`config.mk`:
```
export PLATFORM = sky130hd
export DESIGN_NAME = flash_cmd_seq
export DESIGN_NICKNAME = d
export VERILOG_FILES = /design/src/rtl/flash_seq_pkg.sv /design/src/rtl/flash_script.sv /design/src/rtl/flash_poll.sv /design/src/rtl/flash_cmd_seq.sv
export SDC_FILE = /design/constraint.sdc
export NUM_CORES = 1
export LEC_CHECK = 0
export ABC_AREA = 1
export BUFFER_PORTS_ARGS = -buffer_cell sky130_fd_sc_hd__buf_2
export CAP_MARGIN = 20
export CORE_UTILIZATION = 51
export CTS_BUF_LIST = sky130_fd_sc_hd__clkbuf_8
export DETAILED_ROUTE_END_ITERATION = 12
export PLACE_DENSITY = 0.82
export SLEW_MARGIN = 20
export SYNTH_ARGS = -nofsm -noshare
export SYNTH_HDL_FRONTEND = slang
export SYNTH_SLANG_ARGS = --single-unit
```
`constraint.sdc`:
```
create_clock -name clk -period 2.6 [get_ports clk]
set_input_delay 0.39 -clock clk [delete_from_list [all_inputs] [get_ports clk]]
set_output_delay 0.39 -clock clk [all_outputs]
set_load 0.02 [all_outputs]
```
`src/rtl/flash_seq_pkg.sv`:
```
package flash_seq_pkg;

    typedef enum logic [2:0] {
        OP_IDENT = 3'd0,
        OP_PROG  = 3'd1,
        OP_SECT  = 3'd2,
        OP_BLOCK = 3'd3,
        OP_CHIP  = 3'd4,
        OP_RSV5  = 3'd5,
        OP_RSV6  = 3'd6,
        OP_RSV7  = 3'd7
    } op_e;

    typedef enum logic [2:0] {
        K_WR,
        K_RD_VEN,
        K_RD_DEV,
        K_POLL,
        K_END
    } kind_e;

    typedef enum logic [2:0] {
        S_IDLE,
        S_ACCESS,
        S_ADVANCE,
        S_GAP,
        S_DONE
    } state_e;

    localparam logic [15:0] OFS_KEY_A = 16'h5555;
    localparam logic [15:0] OFS_KEY_B = 16'h2AAA;
    localparam logic [7:0]  KEY_A     = 8'hAA;
    localparam logic [7:0]  KEY_B     = 8'h55;
    localparam logic [7:0]  CMD_ID    = 8'h90;
    localparam logic [7:0]  CMD_EXIT  = 8'hF0;
    localparam logic [7:0]  CMD_PROG  = 8'hA0;
    localparam logic [7:0]  CMD_ERSU  = 8'h80;
    localparam logic [7:0]  FIN_SECT  = 8'h30;
    localparam logic [7:0]  FIN_BLOCK = 8'h50;
    localparam logic [7:0]  FIN_CHIP  = 8'h10;

endpackage

```
`src/rtl/flash_script.sv`:
```
module flash_script
    import flash_seq_pkg::*;
#(
    parameter int ADDR_W = 20,
    parameter int STEP_W = 4
) (
    input  op_e               op,
    input  logic [STEP_W-1:0] step,
    input  logic [ADDR_W-1:0] tgt_addr,
    input  logic [7:0]        prog_byte,
    output kind_e             kind,
    output logic [ADDR_W-1:0] addr,
    output logic [7:0]        data
);

    localparam logic [ADDR_W-1:0] A_KA = ADDR_W'(OFS_KEY_A);
    localparam logic [ADDR_W-1:0] A_KB = ADDR_W'(OFS_KEY_B);

    logic [7:0] fin_byte;

    always_comb begin
        unique case (op)
            OP_SECT:  fin_byte = FIN_SECT;
            OP_BLOCK: fin_byte = FIN_BLOCK;
            default:  fin_byte = FIN_CHIP;
        endcase
    end

    always_comb begin
        kind = K_END;
        addr = '0;
        data = '0;
        unique case (op)
            OP_IDENT: begin
                unique case (int'(step))
                    0:       begin kind = K_WR;     addr = A_KA; data = KEY_A;    end
                    1:       begin kind = K_WR;     addr = A_KB; data = KEY_B;    end
                    2:       begin kind = K_WR;     addr = A_KA; data = CMD_ID;   end
                    3:       begin kind = K_RD_VEN; addr = '0;                    end
                    4:       begin kind = K_RD_DEV; addr = ADDR_W'(1);            end
                    5:       begin kind = K_WR;     addr = '0;   data = CMD_EXIT; end
                    default: kind = K_END;
                endcase
            end
            OP_PROG: begin
                unique case (int'(step))
                    0:       begin kind = K_WR;   addr = A_KA;     data = KEY_A;     end
                    1:       begin kind = K_WR;   addr = A_KB;     data = KEY_B;     end
                    2:       begin kind = K_WR;   addr = A_KA;     data = CMD_PROG;  end
                    3:       begin kind = K_WR;   addr = tgt_addr; data = prog_byte; end
                    4:       begin kind = K_POLL; addr = '0;                         end
                    default: kind = K_END;
                endcase
            end
            OP_SECT, OP_BLOCK, OP_CHIP: begin
                unique case (int'(step))
                    0:       begin kind = K_WR;   addr = A_KA;     data = KEY_A;    end
                    1:       begin kind = K_WR;   addr = A_KB;     data = KEY_B;    end
                    2:       begin kind = K_WR;   addr = A_KA;     data = CMD_ERSU; end
                    3:       begin kind = K_WR;   addr = A_KA;     data = KEY_A;    end
                    4:       begin kind = K_WR;   addr = A_KB;     data = KEY_B;    end
                    5:       begin kind = K_WR;   addr = tgt_addr; data = fin_byte; end
                    6:       begin kind = K_POLL; addr = '0;                        end
                    default: kind = K_END;
                endcase
            end
            default: kind = K_END;
        endcase
    end

endmodule

```
`src/rtl/flash_poll.sv`:
```
module flash_poll #(
    parameter int LIMIT = 64,
    parameter int GAP_W = 8
) (
    input  logic             clk,
    input  logic             rst_n,
    input  logic             clear,
    input  logic             sample,
    input  logic             bit_in,
    input  logic             gap_load,
    input  logic [GAP_W-1:0] gap_val,
    output logic             match,
    output logic             limit_hit,
    output logic             gap_last
);

    localparam int CNT_W = $clog2(LIMIT + 1);

    logic             saved_v;
    logic             saved_b;
    logic             match_q;
    logic [CNT_W-1:0] miss_cnt;
    logic [GAP_W-1:0] gap_cnt;

    always_ff @(posedge clk or negedge rst_n) begin
        if (!rst_n) begin
            saved_v  <= 1'b0;
            saved_b  <= 1'b0;
            match_q  <= 1'b0;
            miss_cnt <= '0;
        end else if (clear) begin
            saved_v  <= 1'b0;
            match_q  <= 1'b0;
            miss_cnt <= '0;
        end else if (sample) begin
            if (saved_v && (bit_in == saved_b)) begin
                match_q <= 1'b1;
            end else begin
                match_q <= 1'b0;
                saved_b <= bit_in;
                saved_v <= 1'b1;
                if (miss_cnt != CNT_W'(LIMIT))
                    miss_cnt <= miss_cnt + CNT_W'(1);
            end
        end
    end

    always_ff @(posedge clk or negedge rst_n) begin
        if (!rst_n)
            gap_cnt <= '0;
        else if (gap_load)
            gap_cnt <= gap_val;
        else if (gap_cnt != '0)
            gap_cnt <= gap_cnt - GAP_W'(1);
    end

    assign match     = match_q;
    assign limit_hit = (miss_cnt >= CNT_W'(LIMIT));
    assign gap_last  = (gap_cnt == GAP_W'(1));

    a_r8_miss_capped: assert property (@(posedge clk) disable iff (!rst_n)
        miss_cnt <= CNT_W'(LIMIT));

    a_r6_match_after_clear: assert property (@(posedge clk) disable iff (!rst_n)
        clear |=> !match_q);

endmodule

```
`src/rtl/flash_cmd_seq.sv`:
```
module flash_cmd_seq
    import flash_seq_pkg::*;
#(
    parameter int ADDR_W     = 20,
    parameter int IDX_W      = 8,
    parameter int GAP_W      = 8,
    parameter int POLL_LIMIT = 64
) (
    input  logic              clk,
    input  logic              rst_n,
    input  logic              start,
    input  logic [2:0]        op,
    input  logic [IDX_W-1:0]  index,
    input  logic [4:0]        sec_log2,
    input  logic [4:0]        blk_log2,
    input  logic              blk_split,
    input  logic [ADDR_W-1:0] prog_addr,
    input  logic [7:0]        prog_data,
    input  logic [GAP_W-1:0]  poll_gap,
    output logic              busy,
    output logic              done,
    output logic              timeout,
    output logic [7:0]        ven_id,
    output logic [7:0]        dev_id,
    output logic              mem_req,
    output logic              mem_we,
    output logic [ADDR_W-1:0] mem_addr,
    output logic [7:0]        mem_wdata,
    input  logic              mem_ack,
    input  logic [7:0]        mem_rdata
);

    localparam int STEP_W = 4;

    state_e              state, state_n;
    op_e                 eff_op;
    logic [STEP_W-1:0]   step;
    logic [IDX_W-1:0]    idx_q;
    logic [4:0]          slog_q, blog_q;
    logic [ADDR_W-1:0]   padr_q;
    logic [7:0]          pdat_q;
    logic [GAP_W-1:0]    gap_q;
    logic [ADDR_W-1:0]   sec_cur, sec_left;
    kind_e               last_kind;
    logic                timeout_q;
    logic [7:0]          ven_q, dev_q;

    kind_e               kind;
    logic [ADDR_W-1:0]   s_addr, tgt_addr;
    logic [7:0]          s_data;
    logic                p_match, p_limit, p_gap_last;
    logic                is_erase, step_adv, to_hit, split_go;
    logic [4:0]          diff;

    assign is_erase = (eff_op == OP_SECT) || (eff_op == OP_BLOCK) || (eff_op == OP_CHIP);
    assign step_adv = (state == S_ADVANCE) && ((last_kind != K_POLL) || p_match);
    assign to_hit   = (state == S_ADVANCE) && (last_kind == K_POLL) && !p_match && p_limit;
    assign split_go = (op_e'(op) == OP_BLOCK) && blk_split;
    assign diff     = blk_log2 - sec_log2;

    always_comb begin
        unique case (eff_op)
            OP_PROG:  tgt_addr = padr_q;
            OP_SECT:  tgt_addr = sec_cur << slog_q;
            OP_BLOCK: tgt_addr = ADDR_W'(idx_q) << blog_q;
            default:  tgt_addr = ADDR_W'(OFS_KEY_A);
        endcase
    end

    flash_script #(.ADDR_W(ADDR_W), .STEP_W(STEP_W)) u_script (
        .op        (eff_op),
        .step      (step),
        .tgt_addr  (tgt_addr),
        .prog_byte (pdat_q),
        .kind      (kind),
        .addr      (s_addr),
        .data      (s_data)
    );

    flash_poll #(.LIMIT(POLL_LIMIT), .GAP_W(GAP_W)) u_poll (
        .clk       (clk),
        .rst_n     (rst_n),
        .clear     (((state == S_IDLE) && start) || step_adv),
        .sample    ((state == S_ACCESS) && mem_ack && (kind == K_POLL)),
        .bit_in    (mem_rdata[6]),
        .gap_load  ((state == S_ADVANCE) && (state_n == S_GAP)),
        .gap_val   (gap_q),
        .match     (p_match),
        .limit_hit (p_limit),
        .gap_last  (p_gap_last)
    );

    // next-state decision
    always_comb begin
        state_n = state;
        unique case (state)
            S_IDLE:    if (start) state_n = S_ACCESS;
            S_ACCESS: begin
                if (kind == K_END) begin
                    if (sec_left == '0) state_n = S_DONE;
                end else if (mem_ack) begin
                    state_n = S_ADVANCE;
                end
            end
            S_ADVANCE: begin
                if (step_adv)                     state_n = S_ACCESS;
                else if (p_limit)                 state_n = S_DONE;
                else if (is_erase && gap_q != '0) state_n = S_GAP;
                else                              state_n = S_ACCESS;
            end
            S_GAP:     if (p_gap_last) state_n = S_ACCESS;
            S_DONE:    state_n = S_IDLE;
            default:   state_n = S_IDLE;
        endcase
    end

    always_ff @(posedge clk or negedge rst_n) begin
        if (!rst_n) state <= S_IDLE;
        else        state <= state_n;
    end

    // operand capture and datapath registers
    always_ff @(posedge clk or negedge rst_n) begin
        if (!rst_n) begin
            eff_op    <= OP_IDENT;
            step      <= '0;
            idx_q     <= '0;
            slog_q    <= '0;
            blog_q    <= '0;
            padr_q    <= '0;
            pdat_q    <= '0;
            gap_q     <= '0;
            sec_cur   <= '0;
            sec_left  <= '0;
            last_kind <= K_END;
            timeout_q <= 1'b0;
            ven_q     <= '0;
            dev_q     <= '0;
        end else begin
            unique case (state)
                S_IDLE: if (start) begin
                    eff_op    <= split_go ? OP_SECT : op_e'(op);
                    step      <= '0;
                    idx_q     <= index;
                    slog_q    <= sec_log2;
                    blog_q    <= blk_log2;
                    padr_q    <= prog_addr;
                    pdat_q    <= prog_data;
                    gap_q     <= poll_gap;
                    timeout_q <= 1'b0;
                    sec_cur   <= split_go ? (ADDR_W'(index) << diff) : ADDR_W'(index);
                    sec_left  <= split_go ? ((ADDR_W'(1) << diff) - ADDR_W'(1)) : '0;
                end
                S_ACCESS: begin
                    if (kind == K_END) begin
                        if (sec_left != '0) begin
                            sec_left <= sec_left - ADDR_W'(1);
                            sec_cur  <= sec_cur + ADDR_W'(1);
                            step     <= '0;
                        end
                    end else if (mem_ack) begin
                        last_kind <= kind;
                        if (kind == K_RD_VEN) ven_q <= mem_rdata;
                        if (kind == K_RD_DEV) dev_q <= mem_rdata;
                    end
                end
                S_ADVANCE: begin
                    if (step_adv)    step      <= step + STEP_W'(1);
                    else if (to_hit) timeout_q <= 1'b1;
                end
                default: ;
            endcase
        end
    end

    // outputs
    always_comb begin
        mem_req   = (state == S_ACCESS) && (kind != K_END);
        mem_we    = mem_req && (kind == K_WR);
        mem_addr  = s_addr;
        mem_wdata = s_data;
        busy      = (state == S_ACCESS) || (state == S_ADVANCE) || (state == S_GAP);
        done      = (state == S_DONE);
        timeout   = timeout_q;
        ven_id    = ven_q;
        dev_id    = dev_q;
    end

    a_r10_busy_done_excl: assert property (@(posedge clk) disable iff (!rst_n)
        !(busy && done));

    a_r2_req_hold: assert property (@(posedge clk) disable iff (!rst_n)
        (mem_req && !mem_ack) |=> (mem_req && $stable(mem_addr) && $stable(mem_we)
                                   && $stable(mem_wdata)));

    a_r8_timeout_at_done: assert property (@(posedge clk) disable iff (!rst_n)
        $rose(timeout) |-> done);

    a_r10_start_ignored: assert property (@(posedge clk) disable iff (!rst_n)
        (busy && start) |=> (busy || done));

    a_r7_gap_quiet: assert property (@(posedge clk) disable iff (!rst_n)
        (state == S_GAP) |-> !mem_req);

endmodule

```
Word level (Yosys, flattened, before mapping)
Index checks and enable logic that the tools add are counted.
W data, S select, Z words.

operators by class
  eq/ne operators = 33
  shift operators = 4
  reduce and logical (&&, ||, !) cells = 52
  mux-type cells = 55
  $lt $le $gt $ge = 1
  add/sub/neg operators = 7
  bitwise operators = 3

operators with widths
  cell                     count
  $pmux W20 S3             4
  $mux W20                 8
  $pmux W8 S4              3
  $pmux W20 S2             2
  $pmux W15 S3             1
  $shl A8 B5 Y20           2
  $sub A20 B1 Y20 const B  2
  $mux W7                  4
  $eq A3 B2 Y1 const B     9
  $mux W3                  8
  $pmux W8 S3              1
  $add A20 B1 Y20 const B  1
  $logic_not A20 Y1        1
  $reduce_bool A20 Y1      1
  $shl A1 B5 Y20 const A   1
  $shl A20 B5 Y20          1
  $pmux W3 S3              2
  $mux W4                  4
  $mux W8                  2
  $reduce_and A4 Y1        4
  $reduce_bool A8 Y1       2
  $pmux W7 S2              1
  $logic_and A1 B1 Y1      13
  $eq A4 B3 Y1 const B     3
  other kinds (36)         75

word-level totals
  logic and storage cells = 175
  bits of input ports = 70
  output and inout port bits = 49
  flip-flop bits (word level) = 142

Longest topological paths before layout
  word-level depth = 11
  gate-level depth with buffers = 19
  gate-level depth less buffers = 19

Modules after synthesis
A second synthesis with hierarchy kept.

second synthesis, totals
  cells, all modules = 1,666
  area, all modules = 10,854.2 um2

modules (own cells, without submodules)
  module         sequential area each (um2)  times used  area each (um2)  cells an instance
  flash_cmd_seq  3,104.2                     1           8,783.4          1,316
  flash_poll     450.4                       1           1,148.6          163
  flash_script   0.0                         1           922.1            187

Worst setup path before layout
No wires, ideal clock.

  path type = input-to-reg
  from = input blk_log2[0]
  to = register sec_left[4]
  data required time = 2,477 ps
  stages = 17
  buffers on the path = 0
  slack = -56 ps
  arrival time = 2,533 ps
  setup time = 123 ps
  cells stage by stage = inv_1 -> ha_1 -> inv_1 -> fa_1 -> inv_1 -> nand2_1 -> nor2_1 -> inv_1 -> nor2_1 -> nand2_1 -> ha_1 -> nand2_1 -> nor2_1 -> nor2_1 -> nor2_1 -> o21ai_0 -> nand2_1

between the ends
  longest elaborated chain between the ends = 6

ends and longest elaborated chain
  item                    line                  source
  start: declaration      flash_cmd_seq.sv:15   input logic [4:0] blk_log2,
  $sub A5 B5 Y5           flash_cmd_seq.sv:59   assign diff = blk_log2 - sec_log2;
  $shl A1 B5 Y20          flash_cmd_seq.sv:152  sec_left <= split_go ? ((ADDR_W'(1) << diff) - ADDR_W'(1)) : '0;
  $sub A20 B1 Y20         flash_cmd_seq.sv:152
  $mux W20                flash_cmd_seq.sv:152
  $mux W20                flash_cmd_seq.sv:141  S_IDLE: if (start) begin
  $pmux W20 S2            flash_cmd_seq.sv:140  unique case (state)
  end signal: assignment  flash_cmd_seq.sv:152
  end signal: assignment  flash_cmd_seq.sv:157  sec_left <= sec_left - ADDR_W'(1);
  end: declaration        flash_cmd_seq.sv:43   logic [ADDR_W-1:0] sec_cur, sec_left;

No other way between the ends. The select of a mux whose other input is x is not followed.
A chain may end at the register's enable or synchronous reset.

Worst setup path after layout
  from = register step[1]
  to = output mem_addr[10]

between the ends
  longest elaborated chain between the ends = 4
  elaborated cells between the ends (all ways) = 13
  those cells by class = eq/ne (5); mux (4); reduce/logical (4)

ends and longest elaborated chain
  item                                                            line                                                        source
  start: declaration                                              flash_cmd_seq.sv:37                                         logic [STEP_W-1:0] step;
  start signal: assignment                                        flash_cmd_seq.sv:168                                        if (step_adv) step <= step + STEP_W'(1);
  $eq A4 B2 Y1 (tied with other cells)                            flash_script.sv:35, flash_script.sv:46, flash_script.sv:56
  $reduce_or A3 Y1 (no line) or $reduce_or A2 Y1 (tied branches)  --
  $pmux W20 S3 (tied with other cells)                            flash_script.sv:56                                          unique case (int'(step))
  $pmux W20 S3 (*)                                                flash_script.sv:33                                          unique case (op)
  end: declaration                                                flash_cmd_seq.sv:27                                         output logic [ADDR_W-1:0] mem_addr,

Mark *: on every way between the ends. The rest lies on a longest branch, timed or not.

==> results.json <==
{
  "synth_common_cells": "nand2_1 (416), o21ai_0 (229), inv_1 (191)",
  "placed_area_mm2": 0.01161,
  "syn_inst": 1544,
  "fill_cells": 1616,
  "crit_required_ns": 2.21,
  "synth-seq-cells": 142,
  "clock_path_buffers": 2,
  "drv_cap": 0,
  "synth.area.top_cells": "dfrtp_1 (35%), nand2_1 (15%), o21ai_0 (11%)",
  "period_minus_slack_ns": 2.902,
  "die_width_um": 143.3,
  "violations": "negative setup slack",
  "whs_ns": 0.09585,
  "yosysTopAreaCell": "dfrtp_1",
  "status": "complete, but fails checks",
  "crit_fanout": 6,
  "clock_skew_ns": 0.01964,
  "fin_ws_ns": -0.3016,
  "yosysSeqAreaShare_pct": 34.90,
  "hold_viol_final": 0,
  "netlist_area_mm2": 0.01018,
  "fmax_ghz": 0.3446,
  "drc_errors": 0,
  "clock-sinks": 142,
  "n_antenna_cell": 0,
  "rows": 51,
  "endpoint_kind": "output port",
  "grt_overflow_total": 0,
  "p_leak_uw": 0.006497,
  "multi_input_area_mm2": 0.006299,
  "slew_viol_final": 0,
  "async_flop_share_pct": 100.0,
  "synth-edff-count": 0,
  "drtIter0Drc": 933,
  "timing.final.crit_share_pct": 111.6,
  "cp.arrival_ns": 2.51,
  "cts_tree": "built",
  "drive_above_1_share_pct": 26.51,
  "pin_count": 119,
  "fin_util_pct": 67.91,
  "viasPerCell": 5.736,
  "cts-root-buf": "clkbuf_8",
  "start_kind": "register",
  "crit_type": "reg2out",
  "grt_pass1_vias": 10700,
  "dp_cells": 1963,
  "first_pass_iters": 6,
  "synthDistinctLibCells": 50,
  "rsz0062_at_grt": "yes",
  "register_area_mm2": 0.003563,
  "antenna_left": 0,
  "grt_pass1_wl_mm": 52.05,
  "clk_latency_ns": 0.49,
  "grt_max_degree": 65,
  "clkTransAtPathRegs_ns": 0.10,
  "mappedNetlistNets": 1630,
  "power_density_mw_per_mm2": 357.4,
  "slew_headroom_pct": 55.18,
  "antenna_found_initial": 0,
  "setup_tns_ns": -3.819,
  "final_cells": 2038,
  "die_area_mm2": 0.02054,
  "wl_per_cell_um": 17.12,
  "avgSynthCellArea_um2": 6.596,
  "start_util_pct": 52.16,
  "synth.most_common_cell": "nand2_1",
  "port_buffers": 118,
  "worst_slew_pin_slew_ns": 0.6724,
  "vdd_drop_max_uv": 303.3,
  "fp.coreArea_mm2": 0.01953,
  "hold_path_class": "in2reg",
  "numCtsBuffers": 17,
  "ctsHtreeMaxLevel": 4,
  "fin_nets": 1846,
  "dp_hpwl_mm": 23.43,
  "fin_area_mm2": 0.01326,
  "finalSetupViolCount": 31,
  "place_congestion": 0.9753,
  "yosysTopAreaCellShare_pct": 34.64,
  "die_height_um": 143.3,
  "area_growth_pct": 30.20,
  "wirelength_mm": 34.89,
  "ys_warn_count": 0,
  "synth_ff_type": "dfrtp_1",
  "vias": 11690,
  "grtUsageTotal_pct": 32.18
}
final cells by class:
type | count | share of cell area [%]
clock inverters | 15 | 1.217
repair buffers | 252 | 14.13
flip-flops and latches | 142 | 26.87
multi-input cells | 1143 | 47.50
well taps | 265 | 2.500
inverters | 204 | 6.020
clock buffers | 17 | 1.764
sequential cells by signal, summed over array words and instances, names as in the netlist, 3 cells and up:
signal and cells:
blog_q 5, dev_id 8, eff_op 3, gap_q 8, idx_q 8, last_kind 3, padr_q 20, pdat_q 8
sec_cur 20, sec_left 20, slog_q 5, state 3, step 4, u_poll.gap_cnt 8, u_poll.miss_cnt 7, ven_id 8
logic make-up after synthesis:
family                     after synthesis  share of synthesized area, %
xor gates and xnor gates                19                         1.634
adders and majority gates               16                         2.039
buffers and inverters                  259                         10.01
DFF                                    142                         34.90
AOI/OAI and AO/OA                      401                         22.00
muxes                                    8                        0.7863
and+or+nand+nor                        699                         28.62
repair_timing:
item	4_1_cts	5_1_grt
setup endpoints to repair	26	37
hold endpoints to repair	62	0
cloned	0	0
hold buffers	1	0
pin swaps	36	30
buffers inserted	28	14
gates resized for setup	153	156
where the power goes:
group / internal, uW / total (uW) / switching (uW)
Clock: 866 / 1870 / 1000
Sequential: 2210 / 2210 / 0
Combinational: 261 / 663 / 402
critical path, stage by stage (launching register included):
cell,delay (ns)
dfrtp_1,0.39
inv_2,0.08
buf_6,0.12
ha_4,0.18
inv_4,0.07
nor2_4,0.04
nor2_4,0.23
buf_4,0.20
inv_1,0.10
a21oi_4,0.30
nand3_2,0.14
buf_4,0.18
layer usage:
| layer | vias up | global-route usage [%] | share of wire (%) |
|---|---|---|---|
| li1 | 5524 | - | - |
| met1 | 5458 | 41.23 | 41 |
| met2 | 584 | 54.04 | 47 |
| met3 | 124 | 5.598 | 7.5 |
| met4 | 0 | 12.49 | 4.1 |
| met5 | - | 0 | 0 |
per-stage QoR:
stage,setup WS (ns),power (uW)
floorplan,0.01697,2563
CTS,-0.06690,4720
finish,-0.3016,4739
detailed placement,-0.2632,2897
global placement,-0.1858,2887
global route,-0.3350,4896
final timing paths:
check | to | depth (start not counted) | startpoint | slack (ns)
hold / removal | padr_q[13] | 3 | prog_addr[13] | 0.1
max in group asynchronous | last_kind[2] | 3 | rst_n | 1.39
setup reg to reg | sec_cur[4] | 17 | step[1] | -0.06
setup / recovery | mem_addr[10] | 11 | step[1] | -0.30
min in group asynchronous | blog_q[0] | 2 | rst_n | 0.47
hold reg to reg | last_kind[2] | 2 | last_kind[2] | 0.46
placed cells by master (no fill, tap or decap), types with 15 or more instances in the layout:
cell	n
nand2_1	400
inv_1	170
o21ai_0	160
dfrtp_1	134
buf_4	126
nor2_1	114
buf_2	91
nand3_1	71
a21oi_1	64
o21ai_2	45
o21ai_1	45
nor3_1	26
inv_2	25
buf_6	25
nor2_4	17
clkbuf_8	17
nor2_2	16
xor2_1	15
Power figures use the tool's default switching activity.
